`config.mk`:
```
export PLATFORM = sky130hd
export DESIGN_NAME = chain_cfg_responder
export DESIGN_NICKNAME = d
export VERILOG_FILES = /design/src/rtl/chain_cfg_pkg.sv /design/src/rtl/chain_cfg_decode.sv /design/src/rtl/chain_cfg_collect.sv /design/src/rtl/chain_cfg_respond.sv /design/src/rtl/chain_cfg_responder.sv
export SDC_FILE = /design/constraint.sdc
export NUM_CORES = 1
export LEC_CHECK = 0
export ABC_AREA = 1
export CORE_MARGIN = 5
export CORE_UTILIZATION = 59
export CTS_BUF_LIST = sky130_fd_sc_hd__clkbuf_8
export DETAILED_ROUTE_END_ITERATION = 10
export GPL_ROUTABILITY_DRIVEN = 0
export GPL_TIMING_DRIVEN = 1
export PLACE_DENSITY_LB_ADDON = 0.15
export SLEW_MARGIN = 15
export SYNTH_ARGS = -nofsm -noshare
export SYNTH_HDL_FRONTEND = slang
export SYNTH_SLANG_ARGS = --single-unit
```
`constraint.sdc`:
```
create_clock -name clk -period 2.8 [get_ports clk]
set_input_delay 0.28 -clock clk [delete_from_list [all_inputs] [get_ports clk]]
set_output_delay 0.28 -clock clk [all_outputs]
set_load 0.05 [all_outputs]
```
`src/rtl/chain_cfg_pkg.sv`:
```
package chain_cfg_pkg;

  localparam logic [3:0] CMD_NOP   = 4'd0;
  localparam logic [3:0] CMD_CFG   = 4'd1;
  localparam logic [3:0] CMD_UNCFG = 4'd2;
  localparam logic [3:0] CMD_ID    = 4'd3;
  localparam logic [3:0] CMD_POLL  = 4'd4;
  localparam logic [3:0] CMD_RESET = 4'd5;
  localparam logic [3:0] CMD_SHUT  = 4'd6;
  localparam logic [3:0] CMD_DEV   = 4'd7;

  typedef enum logic [2:0] {
    ST_IDLE,
    ST_CFG,
    ST_UNC,
    ST_ID,
    ST_POLL
  } state_t;

  typedef enum logic [2:0] {
    OP_IGNORE,
    OP_CFG,
    OP_UNC,
    OP_ID,
    OP_POLL,
    OP_RST,
    OP_SHUT,
    OP_DEV
  } op_t;

endpackage

```
`src/rtl/chain_cfg_decode.sv`:
```
module chain_cfg_decode
  import chain_cfg_pkg::*;
(
  input  logic [3:0] code,
  input  logic       is_cfg,
  input  logic       chain_in,
  input  logic       dev_sel,
  output op_t        op
);

  logic head_free;

  assign head_free = !is_cfg && chain_in;

  always_comb begin
    op = OP_IGNORE;
    case (code)
      CMD_CFG:   if (head_free)          op = OP_CFG;
      CMD_UNCFG: if (is_cfg)             op = OP_UNC;
      CMD_ID:    if (head_free)          op = OP_ID;
      CMD_POLL:  if (is_cfg)             op = OP_POLL;
      CMD_RESET:                         op = OP_RST;
      CMD_SHUT:                          op = OP_SHUT;
      CMD_DEV:   if (is_cfg && dev_sel)  op = OP_DEV;
      default:                           op = OP_IGNORE;
    endcase
  end

endmodule

```
`src/rtl/chain_cfg_collect.sv`:
```
module chain_cfg_collect #(
  parameter int ADDR_NIBS = 5,
  localparam int AW = 4 * ADDR_NIBS,
  localparam int SW = AW - 4
) (
  input  logic          clk,
  input  logic          rst_n,
  input  logic          shift_en,
  input  logic [3:0]    nib,
  output logic [AW-1:0] word
);

  logic [SW-1:0] sh_q;
  logic [SW-1:0] sh_d;

  generate
    if (SW > 4) begin : g_wide
      assign sh_d = {nib, sh_q[SW-1:4]};
    end else begin : g_narrow
      assign sh_d = nib;
    end
  endgenerate

  always_ff @(posedge clk or negedge rst_n) begin
    if (!rst_n) begin
      sh_q <= '0;
    end else if (shift_en) begin
      sh_q <= sh_d;
    end
  end

  assign word = {nib, sh_q};

endmodule

```
`src/rtl/chain_cfg_respond.sv`:
```
module chain_cfg_respond
  import chain_cfg_pkg::*;
#(
  parameter int ADDR_NIBS = 5,
  parameter logic [4*ADDR_NIBS-1:0] DEV_ID = '0,
  parameter int POLL_BIT = 0,
  localparam int CW = (ADDR_NIBS > 1) ? $clog2(ADDR_NIBS) : 1
) (
  input  state_t        st,
  input  logic [CW-1:0] cnt,
  input  logic          svc_req,
  output logic          resp_en,
  output logic [3:0]    resp_nib
);

  logic [3:0] id_nibs [ADDR_NIBS];
  logic [3:0] poll_word;

  genvar gi;
  generate
    for (gi = 0; gi < ADDR_NIBS; gi++) begin : g_id
      assign id_nibs[gi] = DEV_ID[4*gi +: 4];
    end
    for (gi = 0; gi < 4; gi++) begin : g_poll
      assign poll_word[gi] = (gi == POLL_BIT) ? svc_req : 1'b0;
    end
  endgenerate

  always_comb begin
    resp_en  = 1'b0;
    resp_nib = 4'd0;
    case (st)
      ST_ID: begin
        resp_en  = 1'b1;
        resp_nib = id_nibs[cnt];
      end
      ST_POLL: begin
        resp_en  = 1'b1;
        resp_nib = poll_word;
      end
      default: ;
    endcase
  end

endmodule

```
`src/rtl/chain_cfg_responder.sv`:
```
module chain_cfg_responder
  import chain_cfg_pkg::*;
#(
  parameter int ADDR_NIBS = 5,
  parameter logic [4*ADDR_NIBS-1:0] DEV_ID = 20'h4B7E2,
  parameter int POLL_BIT = 2,
  localparam int AW = 4 * ADDR_NIBS,
  localparam int CW = (ADDR_NIBS > 1) ? $clog2(ADDR_NIBS) : 1
) (
  input  logic          clk,
  input  logic          rst_n,
  input  logic          bus_strobe,
  input  logic          bus_cmd,
  input  logic [3:0]    bus_nib,
  input  logic          chain_in,
  input  logic          dev_sel,
  input  logic          svc_req,
  output logic          configured,
  output logic [AW-1:0] base_addr,
  output logic          chain_out,
  output logic          resp_en,
  output logic [3:0]    resp_nib,
  output logic          local_rst,
  output logic          dev_go,
  output logic          sleep
);

  localparam logic [CW-1:0] LAST = CW'(ADDR_NIBS - 1);

  state_t        st_q, st_d;
  logic [CW-1:0] cnt_q, cnt_d;
  logic          cfg_q, cfg_d;
  logic [AW-1:0] base_q, base_d;
  logic          sleep_q, sleep_d;
  logic          lrst_q, lrst_d;
  logic          dgo_q, dgo_d;
  op_t           op;
  logic [AW-1:0] word;
  logic          data_stb;
  logic          shift_en;
  logic          at_last;

  assign data_stb = bus_strobe && !bus_cmd;
  assign shift_en = data_stb && ((st_q == ST_CFG) || (st_q == ST_UNC));
  assign at_last  = (cnt_q == LAST);

  chain_cfg_decode u_decode (
    .code     (bus_nib),
    .is_cfg   (cfg_q),
    .chain_in (chain_in),
    .dev_sel  (dev_sel),
    .op       (op)
  );

  chain_cfg_collect #(.ADDR_NIBS(ADDR_NIBS)) u_collect (
    .clk      (clk),
    .rst_n    (rst_n),
    .shift_en (shift_en),
    .nib      (bus_nib),
    .word     (word)
  );

  chain_cfg_respond #(
    .ADDR_NIBS (ADDR_NIBS),
    .DEV_ID    (DEV_ID),
    .POLL_BIT  (POLL_BIT)
  ) u_respond (
    .st       (st_q),
    .cnt      (cnt_q),
    .svc_req  (svc_req),
    .resp_en  (resp_en),
    .resp_nib (resp_nib)
  );

  // next-state logic
  always_comb begin
    st_d    = st_q;
    cnt_d   = cnt_q;
    cfg_d   = cfg_q;
    base_d  = base_q;
    sleep_d = sleep_q;
    lrst_d  = 1'b0;
    dgo_d   = 1'b0;
    if (bus_strobe && bus_cmd) begin
      st_d    = ST_IDLE;
      cnt_d   = '0;
      sleep_d = 1'b0;
      case (op)
        OP_CFG:  st_d = ST_CFG;
        OP_UNC:  st_d = ST_UNC;
        OP_ID:   st_d = ST_ID;
        OP_POLL: st_d = ST_POLL;
        OP_RST: begin
          cfg_d  = 1'b0;
          base_d = '0;
          lrst_d = 1'b1;
        end
        OP_SHUT: sleep_d = 1'b1;
        OP_DEV:  dgo_d   = 1'b1;
        default: ;
      endcase
    end else if (data_stb) begin
      case (st_q)
        ST_CFG: begin
          if (at_last) begin
            cfg_d  = 1'b1;
            base_d = word;
            st_d   = ST_IDLE;
          end else begin
            cnt_d = cnt_q + 1'b1;
          end
        end
        ST_UNC: begin
          if (at_last) begin
            if (word == base_q) begin
              cfg_d  = 1'b0;
              base_d = '0;
            end
            st_d = ST_IDLE;
          end else begin
            cnt_d = cnt_q + 1'b1;
          end
        end
        ST_ID: begin
          if (at_last) begin
            st_d = ST_IDLE;
          end else begin
            cnt_d = cnt_q + 1'b1;
          end
        end
        ST_POLL: st_d = ST_IDLE;
        default: ;
      endcase
    end
  end

  // state registers
  always_ff @(posedge clk or negedge rst_n) begin
    if (!rst_n) begin
      st_q    <= ST_IDLE;
      cnt_q   <= '0;
      cfg_q   <= 1'b0;
      base_q  <= '0;
      sleep_q <= 1'b0;
      lrst_q  <= 1'b0;
      dgo_q   <= 1'b0;
    end else begin
      st_q    <= st_d;
      cnt_q   <= cnt_d;
      cfg_q   <= cfg_d;
      base_q  <= base_d;
      sleep_q <= sleep_d;
      lrst_q  <= lrst_d;
      dgo_q   <= dgo_d;
    end
  end

  assign configured = cfg_q;
  assign base_addr  = base_q;
  assign chain_out  = cfg_q && chain_in;
  assign local_rst  = lrst_q;
  assign dev_go     = dgo_q;
  assign sleep      = sleep_q;

endmodule

```
==> summary.md, run 1 <==
| Metric | Value |
|---|---|
| Critical path class | `flop to output port` |
| Slew Viols, Final | `0` |
| Post-Syn Nets | `351` |
| Relative slew slack | `30.4%` |
| CP required | `2.52 ns` |
| Post-route ant nets | `0` |
| Post-synthesis sequential area ratio | `48.2%` |
| Setup TNS | `0 ns` |
| Worst Setup End Kind | `output port` |
| Max cap viols | `0` |
| RSZ-0062 raised after global routing | `false` |
| Syn_area_per_cell | `7.06 um^2` |
| Full die area | `0.00542 mm^2` |
| Row count | `23` |
| Seq cells post-synth | `46` |
| Wire length of the first global-routing pass | `9030 um` |
| Cell depth of the worst flop-to-flop path | `9` |
| Worst-Skew Late Latency | `0.30 ns` |
| Post-layout min period | `2.36 ns` |
| FMAX | `0.424 GHz` |
| P per Cell Area | `558 mW/mm^2` |
| CTS Hold Bufs | `0` |
| Ports | `41` |
| Setup Buffers After CTS | `0` |
| CP max stage delay | `0.84 ns` |
| Critical path buffers and inverters | `3` |
| Clock Skew | `0.00477 ns` |
| Starting density of the core | `60.1%` |
| Die span in y | `73.6 um` |
| CTS tree | `yes` |
| Clk sinks | `46` |
| Leak | `1.50 nW` |
| DRT iter0 DRCs | `155` |
| CTS Buf Count | `5` |
| Synth Cell Area | `0.00239 mm^2` |
| Core Util, Final | `72.7%` |
| Vias | `2164` |
| Netlist cell types | `21` |
| CP top delay family | `buffers and inverters` |
| CTS H-Tree Depth | `2` |
| CTS Buffer Depth | `2` |
| Antenna Cells | `0` |
| Run status | `finished, final reports clean` |
| Global-route usage over all layers | `21.3%` |
| Hold crit path type | `input port to async pin` |
| Crit path cell chain | `inv_1, nor3_1, inv_1, nor3_1, clkdlybuf4s50_1` |
| IO Port Bufs | `40` |
| Die width | `73.6 um` |
| DRC viols | `0` |
| Clock-pin slew on the worst setup and hold paths | `0.08 ns` |
| Final worst-path cycle share | `84.2%` |
| Root Driver | `clkbuf_8` |
| Slew @ Worst Pin | `1.04 ns` |
| Peak supply drop | `0.000324 V` |
| Drt pass-1 iters | `4` |
| NumNets Final | `392` |
| # resized after CTS | `0` |
| Total global routing overflow | `0` |
| Initial antenna violation count | `0` |
| Post-synthesis instance total | `338` |
| Layout fillers | `359` |
| Final setup fails | `0` |
| Worst Path Arrival | `2.08 ns` |
| Area grow syn2layout | `20.9%` |
| Crit path max fanout | `4` |
| Slowest cell on crit path | `clkdlybuf4s50_1` |
| Stages on worst setup path | `5` |
| Layout cells sized above 1 | `4.22%` |
| Number of global-route vias before repair | `2087` |
| Largest net degree at the start of global routing | `47` |
| CP startpoint kind | `flop` |
| Post-DP HPWL | `3680 um` |
| Core ar. | `0.00397 mm^2` |
| WL per Instance | `12.2 um` |
| Routed wire length | `5230 um` |
| YS warnings | `0` |
| Final hold violation count | `0` |
| Vias/cell | `5.04` |
==> Yosys cell counts <==
master | count | area (um^2)
xnor2_1 | 1 | 8.76
nand2_2 | 3 | 18.8
inv_1 | 52 | 195
a21oi_1 | 7 | 35.0
buf_6 | 2 | 22.5
buf_4 | 1 | 7.51
dfrtp_1 | 46 | 1150
nand3_2 | 1 | 10.0
nor3_1 | 6 | 30.0
buf_2 | 2 | 10.0
o21ai_0 | 23 | 115
inv_2 | 1 | 3.75
nand4_1 | 1 | 6.26
clkbuf_1 | 3 | 11.3
nor3_2 | 1 | 10.0
ha_1 | 2 | 25.0
nand3_1 | 13 | 65.1
o22ai_1 | 3 | 18.8
nand2_1 | 149 | 559
nor2_1 | 19 | 71.3
or2_2 | 2 | 12.5
==> stage by stage <==
| stage | power [mW] | area [um^2] | std cells | setup slack [ns] | hold slack (ns) |
|---|---|---|---|---|---|
| floorplan | 1.12 | 2390 | 338 | 0.773 | -0.0156 |
| global placement | 1.23 | 2810 | 422 | 0.620 | 0.470 |
| detailed placement | 1.24 | 2810 | 422 | 0.590 | 0.475 |
| CTS | 1.62 | 2890 | 429 | 0.410 | 0.192 |
| global route | 1.72 | 2890 | 429 | 0.295 | 0.237 |
| finish | 1.61 | 2890 | 429 | 0.443 | 0.162 |
==> cell type report <==
cell class | instances | area [um^2] | share of cell area [%]
flip-flops and latches | 46 | 1150 | 39.9
multi-input cells | 231 | 986 | 34.2
repair buffers | 42 | 410 | 14.2
inverters | 53 | 199 | 6.90
clock buffers | 5 | 68.8 | 2.39
well taps | 50 | 62.6 | 2.17
clock inverters | 2 | 7.51 | 0.260
==> worst paths after layout <==
kind / from / endpoint / slack, ns
max: st_q[0]$_DFFE_PN0P_ / resp_nib[0] / 0.44
min: rst_n / base_addr[5]$_DFFE_PN0P_ / 0.16
max reg2reg: cnt_q[0]$_DFFE_PN0P_ / cnt_q[2]$_DFFE_PN0P_ / 1.10
min reg2reg: sleep$_DFFE_PN0P_ / sleep$_DFFE_PN0P_ / 0.49
max in group asynchronous: rst_n / st_q[1]$_DFFE_PN0P_ / 1.99
min in group clk: sleep$_DFFE_PN0P_ / sleep$_DFFE_PN0P_ / 0.49
==> registers in the layout (all words and copies together), names as in the netlist <==
name            count
base_addr          20
u_collect.sh_q     16
cnt_q               3
st_q                3
configured          1
dev_go              1
local_rst           1
sleep               1
==> cells by family after synthesis <==
group | synth area share [%]
buffers and inverters | 10.5
AND/OR/NAND/NOR | 32.8
AO/OA/AOI/OAI | 7.08
adder cells (fa/ha/maj) | 1.05
XOR/XNOR | 0.367
flip-flops | 48.2
==> report_power, final <==
group	switching [mW]	internal [mW]
clock network	0.215	0.165
registers	0.0911	0.754
logic	0.241	0.144
total	0.547	1.06
==> layer usage <==
metal	track usage (%)	vias to the layer above	part of all wire, %
met1	27.2	995	45
li1	-	1102	-
met5	0	-	0
met2	34.0	58	49
met3	5.47	9	4.5
met4	9.66	0	1.4
==> cell usage in the layout (no fill, tap or decap) <==
master and instances:
nand2_1 149, inv_1 54, dfrtp_1 46, clkdlybuf4s50_1 39, o21ai_0 23, nor2_1 19
nand3_1 13, a21oi_1 7, nor3_1 6, clkbuf_8 5, nand2_2 3, o22ai_1 3
or2_2 2, ha_1 2, buf_4 2, inv_2 1, nor3_2 1, nand4_1 1
xnor2_1 1, nand3_2 1, buf_2 1
(Power assumes the default switching activity.)
==> run 2: changes to the inputs <==
--- a/config.mk
+++ b/config.mk
@@ -7,7 +7,7 @@
 export LEC_CHECK = 0
 export ABC_AREA = 1
 export CORE_MARGIN = 5
-export CORE_UTILIZATION = 59
+export CORE_UTILIZATION = 55
 export CTS_BUF_LIST = sky130_fd_sc_hd__clkbuf_8
 export DETAILED_ROUTE_END_ITERATION = 10
 export GPL_ROUTABILITY_DRIVEN = 0
==> constraint.sdc (replaced) <==
create_clock -name clk -period 2.4 [get_ports clk]
set_input_delay 0.24 -clock clk [delete_from_list [all_inputs] [get_ports clk]]
set_output_delay 0.24 -clock clk [all_outputs]
set_load 0.05 [all_outputs]
==> run 2 against run 1 <==
Net effect: clock power increased by 31%; routed wire length increased by 1.1%; register-to-register slack worse by 0.42 ns; clock-buffer cell count up 1; first-iteration DRC count down 9.7%; cell area increased by 2.0%; critical path depth did not move; sequential power rose by 17%.
==> summary.md, run 2 (synthesis results as in run 1) <==
| Metric | Value |
|---|---|
| Run status | `finished, final reports clean (unchanged)` |
| Leak | `1.61 nW (was 1.50 nW)` |
| CTS tree | `yes (unchanged)` |
| FMAX | `0.513 GHz` |
| Wire length of the first global-routing pass | `9290 um (was 9030 um)` |
| Full die area | `0.00576 mm^2 (was 0.00542 mm^2)` |
| Clock Skew | `0.00793 ns (was 0.00477 ns)` |
| Post-DP HPWL | `3820 um (was 3680 um)` |
| Commonest cells after routing, fill and taps aside | `nand2_1 (149), inv_1 (52), dfrtp_1 (46) (was nand2_1 (149), inv_1 (54), dfrtp_1 (46))` |
| Largest register FFs | `20 (unchanged)` |
| Clock-pin slew on the worst setup and hold paths | `0.09 ns (was 0.08 ns)` |
| Top Usage Layer GRT | `met2 (unchanged)` |
| Met1 global-route usage | `28.6% (was 27.2%)` |
| Placed cells | `426 (was 422)` |
| CTS H-Tree Depth | `2 (unchanged)` |
| Reg-to-reg startpoint | `cnt_q[0]$_DFFE_PN0P_ (unchanged)` |
| Crit path max fanout | `4 (unchanged)` |
| Final Worst Setup Slack | `0.452 ns (was 0.443 ns)` |
| Layout fillers | `383 (was 359)` |
| Final setup fails | `0 (unchanged)` |
| Commonest non-fill, non-tap cell in the layout | `nand2_1 (unchanged)` |
| Area grow syn2layout | `23.3% (was 20.9%)` |
| Core ar. | `0.00429 mm^2 (was 0.00397 mm^2)` |
| DRC viols | `0 (unchanged)` |
| Initial antenna violation count | `0 (unchanged)` |
| Ports | `41 (unchanged)` |
| Vias/cell | `4.98 (was 5.04)` |
| Worst-Skew Late Latency | `0.30 ns (about the same)` |
| Non-Filler Instances | `435 (was 429)` |
| Number of global-route vias before repair | `2004 (was 2087)` |
| Worst Path Arrival | `1.71 ns (was 2.08 ns)` |
| GR met2 Demand/Resource | `35.4% (was 34.0%)` |
| Drt pass-1 iters | `5 (was 4)` |
| Pre-CTS setup slack | `0.310 ns (was 0.590 ns)` |
| WL per Instance | `12.2 um (about the same)` |
| Largest net degree at the start of global routing | `33 (was 47)` |
| Starting density of the core | `55.6% (was 60.1%)` |
| Row count | `24 (was 23)` |
| Final worst-path cycle share | `81.2%` |
| Slew Viols, Final | `0 (unchanged)` |
| Worst Setup End Kind | `output port (unchanged)` |
| Worst hold margin | `0.417 ns (was 0.162 ns)` |
| Global-route usage over all layers | `21.5% (was 21.3%)` |
| Final hold violation count | `0 (unchanged)` |
| Worst Setup SP | `st_q[0]$_DFFE_PN0P_ (unchanged)` |
| RSZ-0062 raised after global routing | `false (unchanged)` |
| NumNets Final | `395 (was 392)` |
| Root Driver | `clkbuf_8 (unchanged)` |
| Hold crit path type | `input port to async pin (unchanged)` |
| Post-layout min period | `1.95 ns` |
| Slew @ Worst Pin | `0.521 ns (was 1.04 ns)` |
| Vias | `2168 (was 2164)` |
| Die width | `75.9 um (was 73.6 um)` |
| Critical path class | `flop to output port (unchanged)` |
| Clk sinks | `46 (unchanged)` |
| CTS Buffer Depth | `2 (unchanged)` |
| P per Cell Area | `661 mW/mm^2 (was 558 mW/mm^2)` |
| Routed wire length | `5290 um (was 5230 um)` |
| Post-route ant nets | `0 (unchanged)` |
| Relative slew slack | `65.2% (was 30.4%)` |
| Die span in y | `75.9 um (was 73.6 um)` |
| CP startpoint kind | `flop (unchanged)` |
| DRT iter0 DRCs | `140 (was 155)` |
| Max cap viols | `0 (unchanged)` |
| Layout cells sized above 1 | `5.48% (was 4.22%)` |
| Met3 Use GR | `5.01% (was 5.47%)` |
| Total global routing overflow | `0 (unchanged)` |
| Setup TNS | `0 ns (unchanged)` |
| CP required | `2.16 ns (was 2.52 ns)` |
| Peak supply drop | `0.000304 V (was 0.000324 V)` |
| Antenna Cells | `0 (unchanged)` |
| Setup Buffers After CTS | `0 (unchanged)` |
| CTS Buf Count | `5 (unchanged)` |
| IO Port Bufs | `40 (unchanged)` |
-- run 2: cell count changes in the layout (fill, tap and decap cells not counted), sizes merged --
cell / before / now
inv: 55 / 53
buf: 3 / 5
clkbuf: 5 / 6
dlygate4sd3: 0 / 1
clkinvlp: 0 / 1
clkdlybuf4s50: 39 / 34
clkinv: 0 / 1
dlymetal6s2s: 0 / 5
-- run 2: cell type report --
class | instances | area (um^2) | area share (%)
clock buffer | 6 | 82.6 | 2.80
clock inverter | 2 | 12.5 | 0.425
inverter | 53 | 199 | 6.76
multi-input combinational | 231 | 986 | 33.5
sequential | 46 | 1150 | 39.1
tap | 52 | 65.1 | 2.21
timing repair buffer | 45 | 448 | 15.2
-- run 2: path summary, 6_finish.rpt --
path	to	slack, ns	cells past startpoint
min	base_addr[19]$_DFFE_PN0P_	0.42	2
max reg2reg	cnt_q[2]$_DFFE_PN0P_	0.68	9
max	resp_nib[0]	0.45	5
min reg2reg	sleep$_DFFE_PN0P_	0.49	2
max in group asynchronous	u_collect.sh_q[12]$_DFFE_PN0P_	1.28	3
min in group clk	sleep$_DFFE_PN0P_	0.49	2
-- run 2: repair_timing --
action	4_1_cts	5_1_grt
hold endpoints to repair	21	0
resized for setup	0	5
endpoints found under the setup margin	0	5
hold buffers	1	0
-- run 2: critical path, cell delays in order, from the launching register on --
cell and delay (ns):
dfrtp_1 0.37, inv_1 0.09, nor3_1 0.24, inv_1 0.13, nor3_1 0.13, dlymetal6s2s_1 0.45
-- run 2: report_power, final --
group	internal, mW	switching, mW
logic	0.173	0.289
clock network	0.232	0.265
registers	0.880	0.107
-- run 2: per-layer routing --
metal | vias up | wire (um)
met4 | 0 | 67
li1 | 1111 | -
met1 | 1002 | 2490
met2 | 48 | 2480
met5 | - | 0
met3 | 7 | 253
-- run 2: stage by stage --
step | util, % | power [mW] | area [um^2]
after floorplan | - | 1.31 | 2390
after global placement | 65.8 | 1.45 | 2830
after detailed placement | 65.8 | 1.46 | 2830
after CTS | 68.3 | 1.96 | 2930
after global routing | 68.6 | 2.10 | 2940
final | 68.6 | 1.95 | 2940
==> run 3: changes to the inputs <==
--- a/config.mk
+++ b/config.mk
@@ -7,7 +7,7 @@
 export LEC_CHECK = 0
 export ABC_AREA = 1
 export CORE_MARGIN = 5
-export CORE_UTILIZATION = 55
+export CORE_UTILIZATION = 49
 export CTS_BUF_LIST = sky130_fd_sc_hd__clkbuf_8
 export DETAILED_ROUTE_END_ITERATION = 10
 export GPL_ROUTABILITY_DRIVEN = 0
==> constraint.sdc (replaced) <==
create_clock -name clk -period 1.7 [get_ports clk]
set_input_delay 0.17 -clock clk [delete_from_list [all_inputs] [get_ports clk]]
set_output_delay 0.17 -clock clk [all_outputs]
set_load 0.05 [all_outputs]
==> run 3 against run 2 <==
Net effect: worst hold slack improved by 0.058 ns; largest power group unchanged; final cell count increased by 7.1%; critical endpoint unchanged; first-iteration DRC count grew 7.9%; combinational power increased by 58%; setup slack lost 0.39 ns; clock skew shrank 0.0013 ns; highest routed layer unchanged; critical path depth unchanged; largest cell class unchanged.
==> summary.md, run 3 (synthesis results as in run 1) <==
| Metric | Value |
|---|---|
| Post-route ant nets | `0 (unchanged)` |
| Final setup fails | `0 (unchanged)` |
| CTS tree | `yes (unchanged)` |
| Slew @ Worst Pin | `0.576 ns (was 0.521 ns)` |
| Largest net degree at the start of global routing | `47 (was 33)` |
| Wire length of the first global-routing pass | `9690 um (was 9290 um)` |
| Pint | `1.96 mW (was 1.28 mW)` |
| CP startpoint kind | `flop (unchanged)` |
| Flop-to-flop setup slack | `0.17 ns (was 0.68 ns)` |
| Reg area | `0.00115 mm^2 (unchanged)` |
| Run status | `finished, final reports clean (unchanged)` |
| P per Cell Area | `925 mW/mm^2 (was 661 mW/mm^2)` |
| FMAX | `0.612 GHz` |
| IO Port Bufs | `40 (unchanged)` |
| Max cap viols | `0 (unchanged)` |
| Worst hold margin | `0.475 ns (was 0.417 ns)` |
| Design Area, Final | `0.00316 mm^2 (was 0.00294 mm^2)` |
| Die span in y | `79.8 um (was 75.9 um)` |
| Commonest cells after routing, fill and taps aside | `nand2_1 (149), inv_1 (51), dfrtp_1 (46) (was nand2_1 (149), inv_1 (52), dfrtp_1 (46))` |
| Leak | `1.69 nW (was 1.61 nW)` |
| Setup Buffers After CTS | `0 (unchanged)` |
| Global-route usage over all layers | `19.5% (was 21.5%)` |
| Critical path class | `flop to output port (unchanged)` |
| Worst-Skew Late Latency | `0.30 ns (about the same)` |
| Die width | `79.8 um (was 75.9 um)` |
| Top Usage Layer GRT | `met2 (unchanged)` |
| Commonest non-fill, non-tap cell in the layout | `nand2_1 (unchanged)` |
| Final hold violation count | `0 (unchanged)` |
| Crit path max fanout | `4 (unchanged)` |
| Vias/cell | `4.85 (was 4.98)` |
| Sequential share of power | `48.0% (was 50.7%)` |
| Antenna Cells | `0 (unchanged)` |
| DRT iter0 DRCs | `151 (was 140)` |
| Met3 Use GR | `4.06% (was 5.01%)` |
| Layout cells sized above 1 | `18.5% (was 5.48%)` |
| CTS Buf Count | `5 (unchanged)` |
| Vias | `2262 (was 2168)` |
| Ports | `41 (unchanged)` |
| Peak supply drop | `0.000417 V (was 0.000304 V)` |
| CTS H-Tree Depth | `2 (unchanged)` |
| Number of global-route vias before repair | `2140 (was 2004)` |
| Post-DP HPWL | `4160 um (was 3820 um)` |
| Starting density of the core | `50.5% (was 55.6%)` |
| Hold crit path type | `input port to async pin (unchanged)` |
| Total global routing overflow | `0 (unchanged)` |
| Clock-pin slew on the worst setup and hold paths | `0.09 ns (about the same)` |
| Final Worst Setup Slack | `0.0670 ns (was 0.452 ns)` |
| Psw | `0.967 mW (was 0.661 mW)` |
| Core ar. | `0.00472 mm^2 (was 0.00429 mm^2)` |
| Post-layout min period | `1.63 ns` |
| NumNets Final | `411 (was 395)` |
| CTS Buffer Depth | `2 (unchanged)` |
| Largest register FFs | `20 (unchanged)` |
| Placed Instance Area | `0.00298 mm^2 (was 0.00283 mm^2)` |
| Routed wire length | `5620 um (was 5290 um)` |
| Clk sinks | `46 (unchanged)` |
| Gate power share | `25.0% (was 23.7%)` |
| Met1 global-route usage | `27.6% (was 28.6%)` |
| Row count | `25 (was 24)` |
| Final worst-path cycle share | `96.1%` |
| Root Driver | `clkbuf_8 (unchanged)` |
| CP required | `1.53 ns (was 2.16 ns)` |
| DRC viols | `0 (unchanged)` |
| Full die area | `0.00637 mm^2 (was 0.00576 mm^2)` |
| Sw frac | `33.0% (was 34.0%)` |
| Clock share of power | `27.0% (was 25.5%)` |
| Worst Setup End Kind | `output port (unchanged)` |
| Initial antenna violation count | `0 (unchanged)` |
| GR met2 Demand/Resource | `30.1% (was 35.4%)` |
| Pre-CTS setup slack | `-0.0746 ns (was 0.310 ns)` |
| Drt pass-1 iters | `4 (was 5)` |
| Area grow syn2layout | `32.5% (was 23.3%)` |
| Worst Path Arrival | `1.46 ns (was 1.71 ns)` |
| Multi-input logic area | `0.00105 mm^2 (was 986 um^2)` |
| Layout fillers | `431 (was 383)` |
| Relative slew slack | `61.6% (was 65.2%)` |
| Clock Skew | `0.00667 ns (was 0.00793 ns)` |
| Slew Viols, Final | `0 (unchanged)` |
| WL per Instance | `12.1 um (was 12.2 um)` |
run 3: power by group through the flow:
stage	clock, mW	sequential, mW	combinational [mW]
after floorplan	0	1.41	0.441
after global placement	0	1.41	0.683
after detailed placement	0	1.41	0.698
after CTS	0.814	1.40	0.711
after global routing	0.865	1.44	0.847
final	0.791	1.40	0.732
run 3: final timing paths:
path | from | endpoint | cells after the start
worst max-delay path | st_q[0]$_DFFE_PN0P_ | resp_nib[0] | 5
worst min-delay path | rst_n | cnt_q[0]$_DFFE_PN0P_ | 3
worst max register to register | st_q[0]$_DFFE_PN0P_ | base_addr[18]$_DFFE_PN0P_ | 9
worst min register to register | sleep$_DFFE_PN0P_ | sleep$_DFFE_PN0P_ | 2
max in group asynchronous | rst_n | dev_go$_DFF_PN0_ | 3
min in group clk | sleep$_DFFE_PN0P_ | sleep$_DFFE_PN0P_ | 2
run 3: critical path: stages, from the launching register on:
cell and delay (ns):
dfrtp_1 0.37, inv_1 0.12, nor3_4 0.22, inv_2 0.11, nor3_4 0.18, buf_12 0.17
run 3: timing repair:
| action | in CTS | in global routing |
|---|---|---|
| setup endpoints to repair | 2 | 8 |
| gates cloned | 0 | 0 |
| endpoints found under the hold margin | 46 | 0 |
| hold buffers | 1 | 0 |
| resized for setup | 5 | 12 |
run 3: stage by stage:
| stage | std cells | power, mW | utilization, % | setup TNS, ns |
|---|---|---|---|---|
| floorplan | 338 | 1.85 | - | -0.435 |
| global placement | 457 | 2.09 | 63.2 | -0.585 |
| detailed placement | 457 | 2.11 | 63.2 | -1.21 |
| CTS | 466 | 2.92 | 66.0 | -0.00618 |
| global route | 466 | 3.15 | 67.0 | -0.00815 |
| finish | 466 | 2.93 | 67.0 | 0 |
run 3: routing by layer:
layer / up-vias / wire, um
met3: 8 / 270
met5: - / 0
met4: 0 / 82
li1: 1149 / -
met1: 1058 / 2570
met2: 47 / 2700
run 3: layout make-up:
class / instances / area share [%]
clock buffers: 5 / 2.17
clock inverters: 3 / 1.19
inverters: 53 / 6.29
multi-input cells: 231 / 33.1
flip-flops and latches: 46 / 36.4
well taps: 67 / 2.65
repair buffers: 61 / 18.2
